==> config.mk <==
export PLATFORM = sky130hd
export DESIGN_NAME = sport_pin_role
export DESIGN_NICKNAME = d
export VERILOG_FILES = /design/src/rtl/sport_pin_pkg.sv /design/src/rtl/sport_pin_sync.sv /design/src/rtl/sport_flag_hold.sv /design/src/rtl/sport_pin_dir.sv /design/src/rtl/sport_pin_role.sv
export SDC_FILE = /design/constraint.sdc
export NUM_CORES = 1
export LEC_CHECK = 0
export ABC_AREA = 1
export BUFFER_PORTS_ARGS = -buffer_cell sky130_fd_sc_hd__buf_2
export CORE_MARGIN = 5
export CORE_UTILIZATION = 35
export DETAILED_ROUTE_END_ITERATION = 8
export PLACE_DENSITY = 0.72
export SYNTH_ARGS = -nofsm -noshare
export SYNTH_HDL_FRONTEND = slang
export SYNTH_SLANG_ARGS = --single-unit
export TNS_END_PERCENT = 5
==> constraint.sdc <==
create_clock -name clk -period 0.8 [get_ports clk]
set_input_delay 0.16 -clock clk [delete_from_list [all_inputs] [get_ports clk]]
set_output_delay 0.16 -clock clk [all_outputs]
set_load 0.01 [all_outputs]
==> src/rtl/sport_pin_pkg.sv <==
package sport_pin_pkg;
   localparam int CTRL_W   = 6;
   localparam int SCKD_POS = 5;
   localparam int SC2D_POS = 4;
   localparam int SC1D_POS = 3;
   localparam int SC0D_POS = 2;
   localparam int OF1_POS  = 1;
   localparam int OF0_POS  = 0;
   localparam int FLAG_CNT = 2;
   localparam int DIR_CNT  = 4;

   typedef enum logic [1:0] {
      ROLE_FLAG   = 2'd0,
      ROLE_TXDATA = 2'd1,
      ROLE_RXCLK  = 2'd2,
      ROLE_RXFS   = 2'd3
   } sc_role_e;
endpackage

==> src/rtl/sport_pin_sync.sv <==
module sport_pin_sync #(
   parameter int STAGES = 2,
   parameter int W      = 2
) (
   input  logic         clk,
   input  logic         rst_n,
   input  logic [W-1:0] d,
   output logic [W-1:0] q
);
   generate
      if (STAGES == 1) begin : g_single
         logic [W-1:0] one_q;
         always_ff @(posedge clk or negedge rst_n) begin
            if (!rst_n) one_q <= '0;
            else        one_q <= d;
         end
         assign q = one_q;
      end else begin : g_chain
         logic [W-1:0] chain_q [STAGES];
         always_ff @(posedge clk or negedge rst_n) begin
            if (!rst_n) begin
               for (int i = 0; i < STAGES; i++) chain_q[i] <= '0;
            end else begin
               chain_q[0] <= d;
               for (int i = 1; i < STAGES; i++) chain_q[i] <= chain_q[i-1];
            end
         end
         assign q = chain_q[STAGES-1];
      end
   endgenerate
endmodule

==> src/rtl/sport_flag_hold.sv <==
module sport_flag_hold #(
   parameter int N = 2
) (
   input  logic         clk,
   input  logic         rst_n,
   input  logic         clr,
   input  logic         net_mode,
   input  logic         frame_start,
   input  logic         slot_start,
   input  logic [N-1:0] of_bits,
   output logic [N-1:0] flag_q
);
   logic ld;
   assign ld = net_mode ? slot_start : frame_start;

   generate
      for (genvar k = 0; k < N; k++) begin : g_flag
         always_ff @(posedge clk or negedge rst_n) begin
            if (!rst_n)  flag_q[k] <= 1'b0;
            else if (clr) flag_q[k] <= 1'b0;
            else if (ld)  flag_q[k] <= of_bits[k];
         end
      end
   endgenerate


   flag_hold_chk: assert property (@(posedge clk) disable iff (!rst_n)
      (!clr && !(net_mode ? slot_start : frame_start)) |=> $stable(flag_q));

   net_load_chk: assert property (@(posedge clk) disable iff (!rst_n)
      (!clr && net_mode && slot_start) |=> (flag_q == $past(of_bits)));

   norm_load_chk: assert property (@(posedge clk) disable iff (!rst_n)
      (!clr && !net_mode && frame_start) |=> (flag_q == $past(of_bits)));

   flag_clr_chk: assert property (@(posedge clk) disable iff (!rst_n)
      clr |=> (flag_q == '0));
endmodule

==> src/rtl/sport_pin_dir.sv <==
module sport_pin_dir
   import sport_pin_pkg::*;
(
   input  logic               clk,
   input  logic               rst_n,
   input  logic               syn_mode,
   input  logic               tx1_en,
   input  logic               tx2_en,
   input  logic [DIR_CNT-1:0] dir_bits,
   output logic [DIR_CNT-1:0] pin_oe,
   output sc_role_e           role_sc0,
   output sc_role_e           role_sc1
);
   always_comb begin
      if (!syn_mode)   role_sc0 = ROLE_RXCLK;
      else if (tx1_en) role_sc0 = ROLE_TXDATA;
      else             role_sc0 = ROLE_FLAG;

      if (!syn_mode)   role_sc1 = ROLE_RXFS;
      else if (tx2_en) role_sc1 = ROLE_TXDATA;
      else             role_sc1 = ROLE_FLAG;
   end

   assign pin_oe[3] = dir_bits[3];
   assign pin_oe[2] = dir_bits[2];
   assign pin_oe[1] = (role_sc1 == ROLE_TXDATA) | dir_bits[1];
   assign pin_oe[0] = tx1_en | dir_bits[0];


   tx1_force_chk: assert property (@(posedge clk) disable iff (!rst_n)
      tx1_en |-> pin_oe[0]);

   tx2_force_chk: assert property (@(posedge clk) disable iff (!rst_n)
      (syn_mode && tx2_en) |-> pin_oe[1]);
endmodule

==> src/rtl/sport_pin_role.sv <==
module sport_pin_role
   import sport_pin_pkg::*;
#(
   parameter int IN_SYNC_STAGES = 2
) (
   input  logic       clk,
   input  logic       rst_n,
   input  logic       soft_rst,
   input  logic       ctl_we,
   input  logic [5:0] ctl_wdata,
   input  logic       syn_mode,
   input  logic       net_mode,
   input  logic       tx1_en,
   input  logic       tx2_en,
   input  logic       frame_start,
   input  logic       slot_start,
   input  logic       tx_clk_out,
   input  logic       tx_fs_out,
   input  logic       rx_clk_out,
   input  logic       rx_fs_out,
   input  logic       tx1_dat,
   input  logic       tx2_dat,
   input  logic       sck_i,
   output logic       sck_o,
   output logic       sck_oe,
   input  logic [2:0] sc_i,
   output logic [2:0] sc_o,
   output logic [2:0] sc_oe,
   output logic       tx_clk_in,
   output logic       rx_clk_in,
   output logic       tx_fs_in,
   output logic       rx_fs_in,
   output logic [1:0] flag_in
);
   generate
      if (IN_SYNC_STAGES < 1 || IN_SYNC_STAGES > 4) begin : g_bad_sync
         $error("IN_SYNC_STAGES must lie in 1..4");
      end
   endgenerate

   logic [CTRL_W-1:0]   ctrl_q;
   logic [DIR_CNT-1:0]  dir_bits;
   logic [DIR_CNT-1:0]  pin_oe;
   logic [FLAG_CNT-1:0] of_bits;
   logic [FLAG_CNT-1:0] flag_q;
   logic [FLAG_CNT-1:0] sync_q;
   sc_role_e            role_sc0;
   sc_role_e            role_sc1;

   always_ff @(posedge clk or negedge rst_n) begin
      if (!rst_n)        ctrl_q <= '0;
      else if (soft_rst) ctrl_q <= '0;
      else if (ctl_we)   ctrl_q <= ctl_wdata;
   end

   assign dir_bits = {ctrl_q[SCKD_POS], ctrl_q[SC2D_POS], ctrl_q[SC1D_POS], ctrl_q[SC0D_POS]};
   assign of_bits  = {ctrl_q[OF1_POS], ctrl_q[OF0_POS]};

   sport_pin_dir i_dir (
      .clk      (clk),
      .rst_n    (rst_n),
      .syn_mode (syn_mode),
      .tx1_en   (tx1_en),
      .tx2_en   (tx2_en),
      .dir_bits (dir_bits),
      .pin_oe   (pin_oe),
      .role_sc0 (role_sc0),
      .role_sc1 (role_sc1)
   );

   sport_flag_hold #(.N(FLAG_CNT)) i_flag (
      .clk         (clk),
      .rst_n       (rst_n),
      .clr         (soft_rst),
      .net_mode    (net_mode),
      .frame_start (frame_start),
      .slot_start  (slot_start),
      .of_bits     (of_bits),
      .flag_q      (flag_q)
   );

   sport_pin_sync #(.STAGES(IN_SYNC_STAGES), .W(FLAG_CNT)) i_sync (
      .clk   (clk),
      .rst_n (rst_n),
      .d     (sc_i[1:0]),
      .q     (sync_q)
   );

   assign sck_oe = pin_oe[3];
   assign sc_oe  = pin_oe[2:0];
   assign sck_o  = tx_clk_out;
   assign sc_o[2] = tx_fs_out;

   always_comb begin
      unique case (role_sc0)
         ROLE_FLAG:   sc_o[0] = flag_q[0];
         ROLE_TXDATA: sc_o[0] = tx1_dat;
         ROLE_RXCLK:  sc_o[0] = rx_clk_out;
         default:     sc_o[0] = 1'b0;
      endcase
      unique case (role_sc1)
         ROLE_FLAG:   sc_o[1] = flag_q[1];
         ROLE_TXDATA: sc_o[1] = tx2_dat;
         ROLE_RXFS:   sc_o[1] = rx_fs_out;
         default:     sc_o[1] = 1'b0;
      endcase
   end

   assign tx_clk_in = sck_i;
   assign tx_fs_in  = sc_i[2];
   assign rx_clk_in = (role_sc0 == ROLE_RXCLK) ? sc_i[0] : sck_i;
   assign rx_fs_in  = (role_sc1 == ROLE_RXFS)  ? sc_i[1] : sc_i[2];

   assign flag_in[0] = (role_sc0 == ROLE_FLAG) && !pin_oe[0] && sync_q[0];
   assign flag_in[1] = (role_sc1 == ROLE_FLAG) && !pin_oe[1] && sync_q[1];


   ctrl_clr_chk: assert property (@(posedge clk) disable iff (!rst_n)
      soft_rst |=> (ctrl_q == '0));

   ctrl_load_chk: assert property (@(posedge clk) disable iff (!rst_n)
      (ctl_we && !soft_rst) |=> (ctrl_q == $past(ctl_wdata)));

   flag_in_dir_chk: assert property (@(posedge clk) disable iff (!rst_n)
      (flag_in != '0) |-> (syn_mode && ((flag_in & sc_oe[1:0]) == '0)));

   reset_oe_chk: assert property (@(posedge clk)
      !rst_n |-> (!sck_oe && sc_oe == '0));
endmodule

==> metrics.md, run 1 <==
| Metric | Value |
|---|---|
| Status | finished, violations left |
| Failing checks | setup timing |
| Pre-antenna DRT Iters | 4 |
| Largest net degree at the start of global routing | 13 |
| Worst vdd ir | 0.816 mV |
| Max clock buf depth | 2 |
| CP Depth | 4 |
| Layout cells sized above 1 | 53.5% |
| Worst Hold Class | input pin to flip-flop |
| Crit path buffers/inverters | 2 |
| Syn avg cell area | 8.36 um2 |
| CP Cell Sequence | inv_2 -> nand2_1 -> nor3_2 -> buf_2 |
| Layout area overhead | 44.1% |
| CORE AREA | 1690 um2 |
| Reg-to-reg slack, setup | 40 ps |
| Worst-Skew Late Latency | 260 ps |
| Area of the multi-input gates | 236 um2 |
| GP Congestion | 0.735 |
| CP required | 640 ps |
| Worst-path maximum fanout | 3 |
| Worst setup SP type | flip-flop |
| FMAX | 0.863 GHz |
| Post-Route WL | 1540 um |
| Fill count | 170 |
| WL/cell | 11.7 um |
| Root buffer cell | clkbuf_4 |
| Post-synth top area share | 49.2% |
| Top cells by area, synth | dfrtp_1 49%, nand3_1 11%, nand2_1 10% |
| Final Max Slew Viols | 0 |
| Clk sinks | 12 |
| Synth Cell Area | 611 um2 |
| Yosys reg bits | 12 |
| Clk_skew | 6.23 ps |
| Via Count | 614 |
| Fin crit share | 145% |
| Worst R2R End | i_flag.flag_q[1] |
| Syn Nets | 99 |
| Critical Setup Path Class | flip-flop to output port |
| Max-cap check violation count | 0 |
| Setup_tns | -2000 ps |
| Starting Density | 36.1% |
| Ant. Diodes | 0 |
| CTS HTree Levels | 1 |
| CP arrival | 1000 ps |
| Worst slew pin tran | 261 ps |
| TritonCTS Buffers | 3 |
| CP endpoint | flag_in[1] |
| Overflow after GRT | 0 |
| RSZ-0062 raised after global routing | true |
| CTS clock-pin slew for the worst setup and hold paths | 70 ps |
| Leakage power | 0.499 nW |
| Die area | 2680 um2 |
| Critical path's largest stage delay | 380 ps |
| Post-CTS setup buffer count | 0 |
| Site Rows | 15 |
| Setup WS post-layout | -358 ps |
| IO Pins | 40 |
| Register area | 300 um2 |
| Final hold violation count | 0 |
| Cell taking the most area after synthesis | dfrtp_1 |
| Gr usage total | 12.3% |
| Tmin final | 1160 ps |
| Critical path's top delay family | flip-flops |
| Pwr/cell area | 1600 nW/um2 |
| Die W | 51.8 um |
| Syn. warnings | 0 |
| Die H | 51.8 um |
| Setup crit end kind | output port |
| DP Wirelength | 1320 um |
| # DRC | 0 |
| Port bufs | 35 |
| Number of nets in the layout | 141 |
| Critical path origin | ctrl_q[3] |
| Cell count of the worst reg-to-reg path | 3 |
| First-pass GRT wire length | 2450 um |
| Initial antenna violation count | 0 |
| Slowest stage cell, crit path | dfrtp_1 |
| Register area share after synthesis | 49.2% |
| Initial DRC Count | 4 |
| Relative slew slack | 82.6% |
| Final ANT Viol Nets | 0 |
| Pre-CTS setup slack | -106 ps |
| Number of global-route vias before repair | 599 |
| Endpoints failing setup | 9 |
| Launch point of the worst reg-to-reg path | i_flag.flag_q[1] |
| CTS tree | done |
| DR vias/cell | 4.69 |
| Netlist cell types | 12 |
| Syn Inst Count | 73 |
==> through the flow <==
step / cells / cell area, um2 / total power, mW / utilization [%] / hold slack [ps]
finish: 131 / 880 / 1.40 / 52.1 / 22.0
global route: 131 / 880 / 1.48 / 52.1 / 4.69
CTS: 131 / 875 / 1.42 / 51.8 / 12.1
detailed placement: 126 / 822 / 0.942 / 48.7 / 48.8
global placement: 126 / 822 / 0.929 / 48.7 / 45.6
floorplan: 73 / 618 / 0.803 / - / -136
==> where the power goes <==
group          leakage (nW)  switching [mW]  total, mW  internal [mW]
Clock                0.0210           0.190      0.465          0.276
Sequential            0.154          0.0132      0.651          0.638
Combinational         0.324           0.152      0.288          0.135
==> Yosys cell counts <==
cell,number
nor2_1,3
nand4_1,2
o21ai_0,1
nand3_1,13
nor3_1,1
o21ai_2,6
inv_2,1
buf_4,6
nand2_1,17
inv_1,10
or2_4,1
dfrtp_1,12
==> registers in the layout, summed over array words and instances, names as in the netlist <==
name / flops
ctrl_q: 6
i_flag.flag_q: 2
i_sync.g_chain.chain_q: 2
i_sync.q: 2
==> cells in the final DEF, fill, tap and decap left out, drive strengths merged <==
cell type	count
buf	42
clkbuf	4
dfrtp	12
dlygate4sd3	1
inv	11
nand2	17
nand3	13
nand4	2
nor2	3
nor3	1
o21ai	7
or2	1
==> timing repair <==
| action | in CTS | in global routing |
|---|---|---|
| hold buffers | 1 | 0 |
| gates resized for setup | 5 | 2 |
| hold endpoints to repair | 12 | 0 |
| pin swaps | 2 | 1 |
| endpoints found under the setup margin | 10 | 11 |
| cloned | 0 | 0 |
==> how the worst min path moves through the flow <==
stage / slack [ps] / to / startpoint / cells past startpoint
after floorplan: -140 / ctrl_q[0] / rst_n / 0
after global placement: 50 / ctrl_q[5] / rst_n / 1
after detailed placement: 50 / ctrl_q[5] / rst_n / 1
after CTS: 10 / i_sync.g_chain.chain_q[2] / sc_i[0] / 1
after global routing: 5 / i_sync.g_chain.chain_q[2] / sc_i[0] / 1
final: 20 / i_sync.g_chain.chain_q[3] / sc_i[1] / 1
==> cell families after synthesis <==
family | after synthesis | share of synthesized area (%)
compound gates | 7 | 9.43
buf+inv | 17 | 14.1
simple gates | 37 | 27.3
flops | 12 | 49.2
==> routing by layer <==
layer | wire length (um) | GRT usage, % | up-vias
li1 | - | - | 310
met1 | 614 | 14.5 | 286
met2 | 821 | 20.3 | 14
met3 | 56 | 2.01 | 4
met4 | 45 | 8.30 | 0
met5 | 0 | 0 | -
==> final cells by class <==
cell class | count | area share, %
Sequential cell | 12 | 34.1
Timing Repair Buffer | 43 | 27.7
Multi-Input combinational cell | 44 | 26.9
Inverter | 11 | 4.69
Clock buffer | 4 | 4.13
Tap cell | 17 | 2.42
No activity file was read; power rests on OpenSTA's default activity.
==> run 2, diff against run 1 <==
--- a/config.mk
+++ b/config.mk
@@ -5,7 +5,6 @@
 export SDC_FILE = /design/constraint.sdc
 export NUM_CORES = 1
 export LEC_CHECK = 0
-export ABC_AREA = 1
 export BUFFER_PORTS_ARGS = -buffer_cell sky130_fd_sc_hd__buf_2
 export CORE_MARGIN = 5
 export CORE_UTILIZATION = 35
==> metrics.md, run 2 <==
| Metric | Value |
|---|---|
| Initial antenna violation count | 0 (unchanged) |
| Worst-Skew Late Latency | 270 ps (about the same) |
| Layout area overhead | 45.1% |
| Hold wc startpoint | ctl_wdata[4] |
| Final hold violation count | 0 (unchanged) |
| Top reg by flops | ctrl_q |
| Clock power frac | 34.2% (+1.1 points) |
| Final ANT Viol Nets | 0 (unchanged) |
| Tmin final | 1250 ps (+89.1 ps) |
| Commonest cells after routing, fill and taps aside | 29 x buf_2, 12 x dfrtp_1, 10 x mux2i_1 |
| GR Util met2 | 18.0% (-2.3 points) |
| Worst setup SP type | flip-flop |
| NetSw | 0.353 mW (-0.48%) |
| CTS HTree Levels | 1 (unchanged) |
| Syn Nets | 78 (-21%) |
| Endpoints failing setup | 11 (+2) |
| Met1 Use GR | 13.3% (-1.2 points) |
| Pwr/cell area | 1640 nW/um2 (+2.5%) |
| Sw Share | 24.6% (-0.68 points) |
| Max-cap check violation count | 0 (unchanged) |
| Hold worst-path end | ctrl_q[4] |
| CORE AREA | 1690 um2 (unchanged) |
| Initial DRC Count | 7 (+3) |
| Hold path cells | 3 (+2) |
| Die H | 51.6 um (-0.41%) |
| Overflow after GRT | 0 (unchanged) |
| DR vias/cell | 4.72 (+0.78%) |
| Largest net degree at the start of global routing | 13 (unchanged) |
| Launch point of the worst reg-to-reg path | ctrl_q[3] |
| Fin crit share | 156% (+11 points) |
| Worst R2R End | ctrl_q[3] |
| GR peak layer | met2 |
| Placed cell area | 764 um2 (-7.0%) |
| Relative slew slack | 81.9% (-0.77 points) |
| WL/cell | 13.6 um (+16%) |
| Finished Layout Cells | 105 (-20%) |
| Top cells by count, synth | 12 x dfrtp_1, 10 x mux2i_1, 9 x nor2_1 |
| Mux share of post-synthesis cell area | 23.8% (+24 points) |
| Placed Cells | 98 (-22%) |
| Worst slew pin tran | 272 ps (+11.5 ps) |
| Via Count | 496 (-19%) |
| Starting Density | 35.8% (-0.37 points) |
| Worst-path maximum fanout | 3 (unchanged) |
| FMAX | 0.802 GHz (-7.1%) |
| Yosys reg bits | 12 (unchanged) |
| Register area share after synthesis | 49.7% (+0.51 points) |
| Commonest non-fill, non-tap cell in the layout | buf_2 |
| Comb pwr share | 20.5% (about the same) |
| Gr usage total | 11.7% (-0.59 points) |
| Count leader, synth | dfrtp_1 |
| TritonCTS Buffers | 3 (unchanged) |
| Post-synth top area share | 49.7% (+0.51 points) |
| Number of nets in the layout | 115 (-18%) |
| Die area | 2660 um2 (-0.81%) |
| Final Max Slew Viols | 0 (unchanged) |
| GR Util met3 | 1.43% (-0.57 points) |
| Clk sinks | 12 (unchanged) |
| Layout cells sized above 1 | 53.4% (-0.10 points) |
| Die W | 51.6 um (-0.41%) |
| Leakage power | 0.475 nW (-4.9%) |
| Synth Cell Area | 604 um2 (-1.0%) |
| Status | finished, violations left |
| Final Cell Area | 877 um2 (-0.28%) |
| Critical Setup Path Class | flip-flop to output port |
| Root buffer cell | clkbuf_4 |
| Worst Hold Class | input pin to flip-flop |
| Pre-antenna DRT Iters | 3 (-1) |
| First-pass GRT wire length | 2180 um (-11%) |
| Port bufs | 35 (unchanged) |
| Sequential power share | 45.3% (-1.1 points) |
| Site Rows | 15 (unchanged) |
| Compound-Gate Fraction of Synth Area | 2.90% (-6.5 points) |
| Post-synth ARST share | 100% (unchanged) |
| Syn avg cell area | 11.6 um2 (+39%) |
| Syn Inst Count | 52 (-29%) |
| Netlist cell types | 14 (+2) |
| CTS clock-pin slew for the worst setup and hold paths | 80 ps (about the same) |
| Post-synth EDFFs | 0 (unchanged) |
| Top cells by area, synth | dfrtp_1 50%, mux2i_1 17%, buf_4 7.5% |
| Simple-Gate Fraction of Synth Area | 13.5% (-14 points) |
| IO Pins | 40 (unchanged) |
| Post-synthesis adder-cell area fraction | 0% (unchanged) |
| GP Congestion | 0.726 (-1.3%) |
| CP arrival | 1090 ps (+90 ps) |
| DP Wirelength | 1120 um (-15%) |
| # DRC | 0 (unchanged) |
| Setup crit end kind | output port |
| Clk_skew | 1.07 ps (-5.16 ps) |
| Total Power | 1.44 mW (+2.3%) |
| Cell count of the worst reg-to-reg path | 3 (unchanged) |
| Fill count | 157 (-7.6%) |
| CP required | 640 ps (about the same) |
| Failing checks | setup timing |
| Primary FF master, synth | dfrtp_1 |
| Cell taking the most area after synthesis | dfrtp_1 |
| Max reg flops | 6 (unchanged) |
| CTS tree | done |
| Worst vdd ir | 0.649 mV (-20%) |
| Ant. Diodes | 0 (unchanged) |
| Int Power | 1.08 mW (+3.2%) |
| Number of global-route vias before repair | 520 (-13%) |
| Syn. warnings | 0 (unchanged) |
| Largest family of logic cells by synthesized area | multiplexers |
| RSZ-0062 raised after global routing | true |
| Post-CTS setup buffer count | 0 (unchanged) |
| Reg-to-reg slack, setup | -10 ps (-50 ps) |
| Post-Route WL | 1430 um (-6.8%) |
| Xor/xnor share of the synthesized area | 0% (unchanged) |
| Max clock buf depth | 2 (unchanged) |
| Setup WS post-layout | -447 ps (-89.1 ps) |
==> run 2: area by class of cell <==
type / count / area (um2) / area share (%)
clock buffers: 4 / 36.3 / 4.14
repair buffers: 40 / 267 / 30.4
multi-input cells: 32 / 253 / 28.8
well taps: 17 / 21.3 / 2.43
flip-flops and latches: 12 / 300 / 34.2
==> run 2: kinds of logic (layout without fill, tap and decap cells) <==
| family | count (synthesis) | in the layout |
|---|---|---|
| AND/OR/NAND/NOR | 16 | 16 |
| multiplexers | 13 | 13 |
| flip-flops | 12 | 12 |
| buffers and inverters | 8 | 44 |
| AO/OA/AOI/OAI | 3 | 3 |
==> run 2: worst max-delay path by stage <==
stage / slack, ps / end / from
after CTS: -450 / flag_in[0] / ctrl_q[2]
after floorplan: -60 / flag_in[0] / ctrl_q[2]
final: -450 / flag_in[1] / ctrl_q[3]
after global placement: -140 / rx_clk_in / syn_mode
after global routing: -490 / flag_in[0] / ctrl_q[2]
after detailed placement: -150 / flag_in[1] / ctrl_q[3]
==> run 2: worst max-delay path: stages (launching register included) <==
cell and delay [ps]:
dfrtp_1 400, and4bb_2 310, buf_6 110
==> run 2: timing repair <==
item / CTS / global route
gates cloned: 0 / 0
endpoints found under the hold margin: 14 / 0
setup endpoints to repair: 11 / 11
hold buffers: 3 / 0
pin swaps: 2 / 2
gates resized for setup: 8 / 1
==> run 2: power by group through the flow <==
stage                     logic [mW]  registers (mW)  clock network [mW]
after floorplan                0.156           0.661                   0
after global placement         0.251           0.661                   0
after detailed placement       0.257           0.663                   0
after CTS                      0.293           0.651               0.517
after global routing           0.320           0.654               0.546
final                          0.295           0.650               0.491
==> run 2: per-stage QoR <==
step	hold slack, ps	util [%]	worst slack [ps]	TNS, ps
after CTS	118	51.6	-453	-2880
after global routing	131	51.9	-494	-3180
after floorplan	-136	-	-64.3	-102
after detailed placement	54.4	45.3	-154	-1010
final	124	51.9	-447	-2730
after global placement	49.1	45.3	-138	-875
==> run 2: layer usage <==
| layer | wire length [um] | vias to the layer above |
|---|---|---|
| met5 | 0 | - |
| met4 | 60 | 0 |
| met3 | 85 | 6 |
| met2 | 736 | 22 |
| met1 | 550 | 228 |
| li1 | - | 240 |
